File: src/rtl/qfd_pkg.sv
package qfd_pkg;
    typedef enum logic {
        PH_WAIT = 1'b0,
        PH_RUN  = 1'b1
    } qfd_phase_e;

    localparam int unsigned QFD_INT_W_DFLT  = 13;
    localparam int unsigned QFD_FRAC_W_DFLT = 2;
    localparam int unsigned QFD_MIN_DFLT    = 2048;
endpackage

File: src/rtl/qfd_cfg_hold.sv
module qfd_cfg_hold #(
    parameter int unsigned FACTOR_W   = 15,
    parameter int unsigned MIN_FACTOR = 2048
) (
    input  logic                clk,
    input  logic                rst_n,
    input  logic [FACTOR_W-1:0] wr_word,
    input  logic                wr_done,
    input  logic                take,
    output logic                pend_valid,
    output logic [FACTOR_W-1:0] pend_word
);
    localparam logic [FACTOR_W-1:0] MIN_W = FACTOR_W'(MIN_FACTOR);

    typedef struct packed {
        logic                valid;
        logic [FACTOR_W-1:0] word;
    } hold_t;

    hold_t hold_d, hold_q;

    always_comb begin
        hold_d = hold_q;
        if (take) begin
            hold_d.valid = 1'b0;
        end
        if (wr_done && (wr_word >= MIN_W)) begin
            hold_d.valid = 1'b1;
            hold_d.word  = wr_word;
        end
    end

    always_ff @(posedge clk or negedge rst_n) begin
        if (!rst_n) begin
            hold_q <= '0;
        end else begin
            hold_q <= hold_d;
        end
    end

    assign pend_valid = hold_q.valid;
    assign pend_word  = hold_q.word;
endmodule

File: src/rtl/qfd_frac_acc.sv
module qfd_frac_acc #(
    parameter int unsigned FRAC_W = 2
) (
    input  logic              clk,
    input  logic              rst_n,
    input  logic              clear,
    input  logic              step,
    input  logic [FRAC_W-1:0] k,
    output logic              carry
);
    typedef struct packed {
        logic [FRAC_W-1:0] acc;
    } acc_t;

    acc_t        acc_d, acc_q;
    logic [FRAC_W:0] sum;

    always_comb begin
        sum   = {1'b0, acc_q.acc} + {1'b0, k};
        acc_d = acc_q;
        if (clear) begin
            acc_d.acc = '0;
        end else if (step) begin
            acc_d.acc = sum[FRAC_W-1:0];
        end
    end

    always_ff @(posedge clk or negedge rst_n) begin
        if (!rst_n) begin
            acc_q <= '0;
        end else begin
            acc_q <= acc_d;
        end
    end

    assign carry = sum[FRAC_W];
endmodule

File: src/rtl/qfd_period_cnt.sv
module qfd_period_cnt #(
    parameter int unsigned CNT_W = 13
) (
    input  logic             clk,
    input  logic             rst_n,
    input  logic             reload,
    input  logic [CNT_W-1:0] reload_val,
    output logic             at_end
);
    typedef struct packed {
        logic [CNT_W-1:0] cnt;
    } cnt_t;

    cnt_t cnt_d, cnt_q;

    always_comb begin
        cnt_d = cnt_q;
        if (reload) begin
            cnt_d.cnt = reload_val;
        end else if (cnt_q.cnt != '0) begin
            cnt_d.cnt = cnt_q.cnt - CNT_W'(1);
        end
    end

    always_ff @(posedge clk or negedge rst_n) begin
        if (!rst_n) begin
            cnt_q <= '0;
        end else begin
            cnt_q <= cnt_d;
        end
    end

    assign at_end = (cnt_q.cnt == '0);
endmodule

File: src/rtl/qfrac_divider.sv
module qfrac_divider
    import qfd_pkg::*;
#(
    parameter int unsigned INT_W      = QFD_INT_W_DFLT,
    parameter int unsigned FRAC_W     = QFD_FRAC_W_DFLT,
    parameter int unsigned MIN_FACTOR = QFD_MIN_DFLT,
    localparam int unsigned FACTOR_W  = INT_W + FRAC_W
) (
    input  logic                clk,
    input  logic                rst_n,
    input  logic [FACTOR_W-1:0] cfg_word,
    input  logic                cfg_done,
    input  logic                pump_idle,
    input  logic                test_en,
    output logic                div_pulse,
    output logic                test_mon
);
    typedef struct packed {
        qfd_phase_e          phase;
        logic [FACTOR_W-1:0] factor;
    } ctl_t;

    ctl_t ctl_d, ctl_q;

    logic                pend_valid;
    logic [FACTOR_W-1:0] pend_word;
    logic                take;
    logic                acc_clear;
    logic                acc_step;
    logic                carry;
    logic                cnt_end;
    logic                reload;
    logic [INT_W-1:0]    reload_val;
    logic                period_end;
    logic [INT_W-1:0]    n_cur;
    logic [INT_W-1:0]    n_new;
    logic [FRAC_W-1:0]   k_cur;
    logic                armed_q;
    logic [FACTOR_W-1:0] act_factor_q;

    assign armed_q      = (ctl_q.phase == PH_RUN);
    assign act_factor_q = ctl_q.factor;
    assign n_cur        = ctl_q.factor[FACTOR_W-1:FRAC_W];
    assign k_cur        = ctl_q.factor[FRAC_W-1:0];
    assign n_new        = pend_word[FACTOR_W-1:FRAC_W];
    assign period_end   = armed_q && cnt_end;

    always_comb begin
        ctl_d      = ctl_q;
        take       = pend_valid && pump_idle && (period_end || !armed_q);
        acc_clear  = 1'b0;
        acc_step   = 1'b0;
        reload     = 1'b0;
        reload_val = '0;
        if (take) begin
            ctl_d.phase  = PH_RUN;
            ctl_d.factor = pend_word;
            acc_clear    = 1'b1;
            reload       = 1'b1;
            reload_val   = n_new - INT_W'(1);
        end else if (period_end) begin
            acc_step   = 1'b1;
            reload     = 1'b1;
            reload_val = n_cur + INT_W'(carry) - INT_W'(1);
        end
    end

    always_ff @(posedge clk or negedge rst_n) begin
        if (!rst_n) begin
            ctl_q <= '{phase: PH_WAIT, factor: '0};
        end else begin
            ctl_q <= ctl_d;
        end
    end

    qfd_cfg_hold #(
        .FACTOR_W  (FACTOR_W),
        .MIN_FACTOR(MIN_FACTOR)
    ) u_hold (
        .clk       (clk),
        .rst_n     (rst_n),
        .wr_word   (cfg_word),
        .wr_done   (cfg_done),
        .take      (take),
        .pend_valid(pend_valid),
        .pend_word (pend_word)
    );

    qfd_frac_acc #(
        .FRAC_W(FRAC_W)
    ) u_acc (
        .clk  (clk),
        .rst_n(rst_n),
        .clear(acc_clear),
        .step (acc_step),
        .k    (k_cur),
        .carry(carry)
    );

    qfd_period_cnt #(
        .CNT_W(INT_W)
    ) u_cnt (
        .clk       (clk),
        .rst_n     (rst_n),
        .reload    (reload),
        .reload_val(reload_val),
        .at_end    (cnt_end)
    );

    assign div_pulse = period_end;
    assign test_mon  = test_en & period_end;
endmodule

File: config.mk
export PLATFORM = sky130hd
export DESIGN_NAME = qfrac_divider
export DESIGN_NICKNAME = d
export VERILOG_FILES = /design/src/rtl/qfd_pkg.sv /design/src/rtl/qfd_cfg_hold.sv /design/src/rtl/qfd_frac_acc.sv /design/src/rtl/qfd_period_cnt.sv /design/src/rtl/qfrac_divider.sv
export SDC_FILE = /design/constraint.sdc
export NUM_CORES = 1
export LEC_CHECK = 0
export ABC_CLOCK_PERIOD_IN_PS = 3200
export BUFFER_PORTS_ARGS = -buffer_cell sky130_fd_sc_hd__buf_2
export CORE_MARGIN = 1
export CORE_UTILIZATION = 55
export DETAILED_ROUTE_END_ITERATION = 16
export PLACE_DENSITY = 0.74
export SYNTH_ARGS = -nofsm -noshare
export SYNTH_HDL_FRONTEND = slang
export SYNTH_SLANG_ARGS = --single-unit
export TNS_END_PERCENT = 5
File: constraint.sdc
create_clock -name clk -period 3.2 [get_ports clk]
set_clock_uncertainty 0.15 [all_clocks]
set_input_delay 0.64 -clock clk [delete_from_list [all_inputs] [get_ports clk]]
set_output_delay 0.64 -clock clk [all_outputs]
set_load 0.005 [all_outputs]
==> metrics.txt, run 1 <==
Max VDD drop=between 0.0003 and 0.0004 V; Slew Viols, Final=0; initial antenna violation count=0; Die Wd=73.0 um; pin count of the biggest net entering global routing=between 40 and 50; XOR/XNOR Fraction of Synth Area=roughly 8.8%; port bufs=21; fmax=323 MHz; vias in the first global route=roughly 2000; GR Overflow Total=0; Rows=25; CTS Root Cell=clkbuf_8; fin crit period=slightly above 3000 ps; Data arrival, critical path=roughly 2300 ps; first-pass GRT wire length=between 9 and 10 mm; largest area contributor in the netlist=dfrtp_1; Synth Area in Adders=about 3.4%; Max Root-Sink Buffers=2; crit path max fanout=7; initial core utilization=around 58%; max incr delay on CP=around 680 ps; MaxCap Viol Count=0; Routed WL per cell=15.7 um; clk sinks=47; outcome=completed; Post-synth EDFFs=0; Num CTS Buffers=5; setup violators final=0; worst slew pin tran=approximately 1000 ps; Layout Nets=~320; syn_area_per_cell=approximately 10 um^2; Die Area=5330 um^2; drt drc=0; ranking of synthesized cells by area=dfrtp_1 (42%), mux2_2 (6.5%), xnor2_1 (5.4%); FF+latch count, synth=47; placeable core region=4790 um^2; RSZ-0062 raised after global routing=false; proportion of layout cells with a drive suffix above 1=between 20% and 30%; Vias/cell=5.75; Synth Area in Compound Gates=about an eighth; internal reg-to-reg setup slack=500 ps; ys async rst share=between 90% and 100%; gr usage total=23.7%; Worst EP required=between 2000 and 2500 ps; Startpoint Class=flip-flop; Worst Hold Class=reg2reg; Area Overhead vs Synth=10.1%; Syn Nets=between 200 and 300; worst skew pair latency=~300 ps; multi-input combinational cell area=between 1500 and 2000 um^2; H-tree depth=2; Final Hold Violating Endpoints=0; FF+latch area=1180 um^2; CTS tree=yes; Detailed Place HPWL=about 4.2 mm; hold buffer count at cts=0; Synth Instances=approximately 270; Setup CP Type=reg2out; total power=about 1.6 mW; most frequent cell after synthesis=dfrtp_1; static leakage=around 1.3 nW; simple-gate portion of the synthesized area=between 10% and 20%; drt pass-1 iters=4; yosys warns=0; Routed WL=about 5.7 mm; clock slew at reported path FFs=90 ps; post-CTS setup buffer count=0; Final Wtd Congestion=about 0.8; power per cell area=between 500 and 600 nW/um^2; Synth Cell Area=~2800 um^2; Layout fillers=380; via count=a little over 2000; crit share post-route=around 97%; prevailing post-synth register cell=dfrtp_1; CP delay by family, top=simple AND/OR/NAND/NOR gates; CP Buf/Inv Count=1; Post-synth top cells=dfrtp_1 (47), nand2_1 (21), nor2_1 (17), xnor2_1 (17), mux2_2 (16); crit path capture type=output port; Routed Antenna Nets=0; Critical Path Slowest Stage Cell=or4_1; largest family of logic cells by synthesized area=simple AND/OR/NAND/NOR gates; post-synthesis cell type count=48; post-synthesis mux area share=~11%; post-synth top area share=between 40% and 50%; post-cts repair resize count=0; DIE HEIGHT=around 73 um; Slew HR=33.2%; sequential-to-total area share from yosys stat=a little over two fifths; Detailed Route Iter0 Violations=approximately 110; number of diodes=0; Fin Setup TNS=0 ps; I/O pin count=22; cell-by-cell listing of the critical path=or4_1, nor4_1, and2_1, buf_2
[layer usage]
metal	share of wire (%)	track usage, %	vias up
li1	-	-	1019
met1	46	32.4	973
met2	48	37.6	63
met3	4.0	5.39	10
met4	1.6	7.19	0
met5	0	0	-
[layout by cell type, fill, tap and decap left out, types with 2 or more instances in the layout]
cell and count:
a21oi_1 7, a221o_1 2, a22o_1 2, a22oi_1 2, and2_1 3, and3_1 2
buf_2 21, buf_4 3, clkbuf_8 6, dfrtp_1 47, ha_1 6, inv_1 10
mux2_2 16, mux2_4 8, nand2_1 21, nand2b_1 2, nand3_1 13, nand4_1 3
nor2_1 17, nor2b_1 2, nor3_1 11, nor3b_1 3, nor4_1 5, o211ai_1 3
o21ai_0 8, o221ai_1 4, o22a_1 3, o22ai_1 4, o31ai_1 3, or2_2 2
or3_1 7, or4_1 2, xnor2_1 17, xor2_1 11
[path summary, 6_finish.rpt]
kind                                    to            start  cells after the start
max in group asynchronous   u_cnt.cnt_q[0]            rst_n                      1
setup reg to reg            u_cnt.cnt_q[4]   u_cnt.cnt_q[5]                      6
min in group asynchronous          armed_q            rst_n                      1
setup / recovery                 div_pulse   u_cnt.cnt_q[5]                      4
hold reg to reg            act_factor_q[2]  act_factor_q[2]                      2
hold / removal             act_factor_q[2]  act_factor_q[2]                      2
[cell type report]
class	count	share of cell area (%)
clock inverter	2	1.27
inverter	10	1.23
sequential	47	38.5
multi-input combinational	203	49.4
tap	67	2.74
timing repair buffer	24	4.18
clock buffer	6	2.70
[where the power goes]
part	internal [mW]	switching, mW
Combinational	0.193	0.184
Clock	0.257	0.205
Sequential	0.681	0.106
[logic make-up (layout without fill, tap and decap cells)]
group                      after synthesis  after routing
DFF                                     47             47
muxes                                   25             25
AOI/OAI and AO/OA                       45             45
xor gates and xnor gates                28             28
and+or+nand+nor                         98             98
buffers and inverters                   21             42
adders and majority gates                7              7
[registers in the layout, indices dropped and copies added, names as in the netlist]
signal             flops
armed_q                1
act_factor_q          15
u_hold.pend_word      15
u_hold.pend_valid      1
u_acc.acc_q            2
u_cnt.cnt_q           13
[stage by stage]
step / std cells / hold slack [ps] / util [%] / setup slack (ps) / instance area [um^2]
6_report: 359 / 342 / 63.8 / 104 / 3060
5_1_grt: 359 / 373 / 63.8 / 6.67 / 3060
4_1_cts: 359 / 345 / 63.8 / 96.5 / 3060
3_5_place_dp: 351 / 325 / 61.3 / 420 / 2930
3_3_place_gp: 351 / 316 / 61.3 / 503 / 2930
2_1_floorplan: 271 / 194 / - / 658 / 2780
[tightest hold or removal path, stage by stage (launching register included)]
cell and delay, ps:
dfrtp_1 360, nand2_1 50, o21ai_0 60
Power figures use the tool's default switching activity.
==> inputs of run 2 (changes only) <==
Settings changed: CORE_ASPECT_RATIO set to 1.5.
==> metrics.txt, run 2 (synthesis gave the netlist of run 1 again) <==
pre-CTS setup slack=470 ps (+50.2 ps); Worst Setup SP=u_cnt.cnt_q[5]; Slew HR=31.4% (-1.8 points); Reg2Reg Launch Point=u_acc.acc_q[0]; sequential power share=49.0% (+0.6 points); I/O pin count=22 (unchanged); Vias/cell=5.78 (+0.47%); gr usage total=24.3% (+0.60 points); Switching Share=30.7% (+0.21 points); drt drc=0 (unchanged); Rows=31 (+24%); Fin Setup TNS=0 ps (unchanged); Die Wd=60 um (-18%); post-CTS setup buffer count=0 (unchanged); Data arrival, critical path=2270 ps (-40 ps); Worst EP required=2410 ps (about the same); HP Start=act_factor_q[2]; fmax=326 MHz (+1.1%); GR Overflow Total=0 (unchanged); Worst Hold Class=reg2reg; setup violators final=0 (unchanged); Psw=491 uW (-0.75%); H-tree depth=2 (unchanged); dpl cells=350 (-0.28%); Routed WL=5.63 mm (-0.35%); most common cell after layout, fill and taps aside=dfrtp_1; crit share post-route=95.7% (-1.0 points); Die Area=5340 um^2 (+0.10%); clock slew at reported path FFs=90 ps (about the same); Setup WS post-layout=137 ps (+33.4 ps); vias in the first global route=2075 (+4.3%); fin crit period=3060 ps (-33.4 ps); clk sinks=47 (unchanged); multi-input combinational cell area=1510 um^2 (unchanged); number of diodes=0 (unchanged); worst slew pin tran=1030 ps (+26.5 ps); CTS tree=yes; Layout Nets=318 (unchanged); Internal=1.11 mW (-1.7%); DIE HEIGHT=89.0 um (+22%); Final Hold Violating Endpoints=0 (unchanged); port bufs=21 (unchanged); Gate power share=23.2% (about the same); drt pass-1 iters=4 (unchanged); Max Root-Sink Buffers=2 (unchanged); CTS Root Cell=clkbuf_8; Routed Antenna Nets=0 (unchanged); post-cts repair resize count=0 (unchanged); Max VDD drop=0.000352 V (+0.47%); initial antenna violation count=0 (unchanged); via count=2069 (+0.19%); commonest cells after routing, fill and taps aside=dfrtp_1 (47), nand2_1 (21), buf_2 (21); Setup CP Type=reg2out; Layout fillers=400 (+5.3%); Final Instance Area=3050 um^2 (-0.20%); hold buffer count at cts=0 (unchanged); Placed Area=2930 um^2 (about the same); crit path max fanout=10 (+3); Slew Viols, Final=0 (unchanged); Final Wtd Congestion=0.817 (-0.51%); first-pass GRT wire length=9.65 mm (+1.5%); proportion of layout cells with a drive suffix above 1=21.6% (unchanged); placeable core region=4850 um^2 (+1.3%); pin count of the biggest net entering global routing=48 (unchanged); Detailed Place HPWL=4.28 mm (+3.0%); RSZ-0062 raised after global routing=false; MaxCap Viol Count=0 (unchanged); static leakage=1.29 nW (-0.24%); crit path capture type=output port; FF+latch area=1180 um^2 (unchanged); Num CTS Buffers=5 (unchanged); power share of the clock group=27.8% (-0.6 points); power per cell area=526 nW/um^2 (-1.2%); worst skew pair latency=300 ps (about the same); Detailed Route Iter0 Violations=72 (-31%); Post-Layout Cell Count=358 (-0.28%); Area Overhead vs Synth=9.87%; Startpoint Class=flip-flop; Routed WL per cell=15.7 um (about the same); initial core utilization=57.2% (-0.75 points); outcome=completed
## run 2: changes by cell type in the layout (fill, tap and decap cells not counted), sizes merged
cell,previous run,this run
clkbuf,6,5
clkinv,0,1
## run 2: area by class of cell
type | instances | area share (%)
sequential | 47 | 38.6
tap | 66 | 2.71
multi-input combinational | 203 | 49.5
clock buffer | 5 | 2.26
timing repair buffer | 24 | 4.19
inverter | 10 | 1.23
clock inverter | 3 | 1.56
## run 2: critical path, stage by stage (launching register included)
cell	delay [ps]
dfrtp_1	440
or4_1	670
nor4_1	380
buf_4	230
and3_1	150
buf_2	110
## run 2: power by group through the flow
stage / Sequential, mW / Clock (mW) / Combinational [mW]
global placement: 0.791 / 0 / 0.364
detailed placement: 0.797 / 0 / 0.371
CTS: 0.785 / 0.455 / 0.374
global route: 0.802 / 0.479 / 0.414
finish: 0.786 / 0.446 / 0.371
floorplan: 0.771 / 0 / 0.290
## run 2: per-stage QoR
stage                     hold slack [ps]  total power, mW  utilization [%]
after floorplan                       194             1.06                -
after global placement                317             1.16             60.5
after global routing                  379             1.69             62.9
final                                 349             1.60             62.9
after CTS                             363             1.61             62.9
after detailed placement              342             1.17             60.5
## run 2: final timing paths
path,cells after the start,to,slack (ps)
worst max-delay path,5,test_mon,140
worst min-delay path,2,act_factor_q[2],350
worst max register to register,10,u_cnt.cnt_q[6],570
worst min register to register,2,act_factor_q[2],350
max in group asynchronous,1,u_cnt.cnt_q[9],1910
min in group asynchronous,1,act_factor_q[11],360
## run 2: metal layers
metal / global-route usage (%) / vias to the layer above / share of wire, % / wire length, um
li1: - / 1026 / - / -
met1: 29.1 / 1004 / 41 / 2290
met2: 44.8 / 30 / 56 / 3140
met3: 2.75 / 9 / 2.1 / 118
met4: 6.98 / 0 / 1.6 / 88
met5: 0 / - / 0 / 0
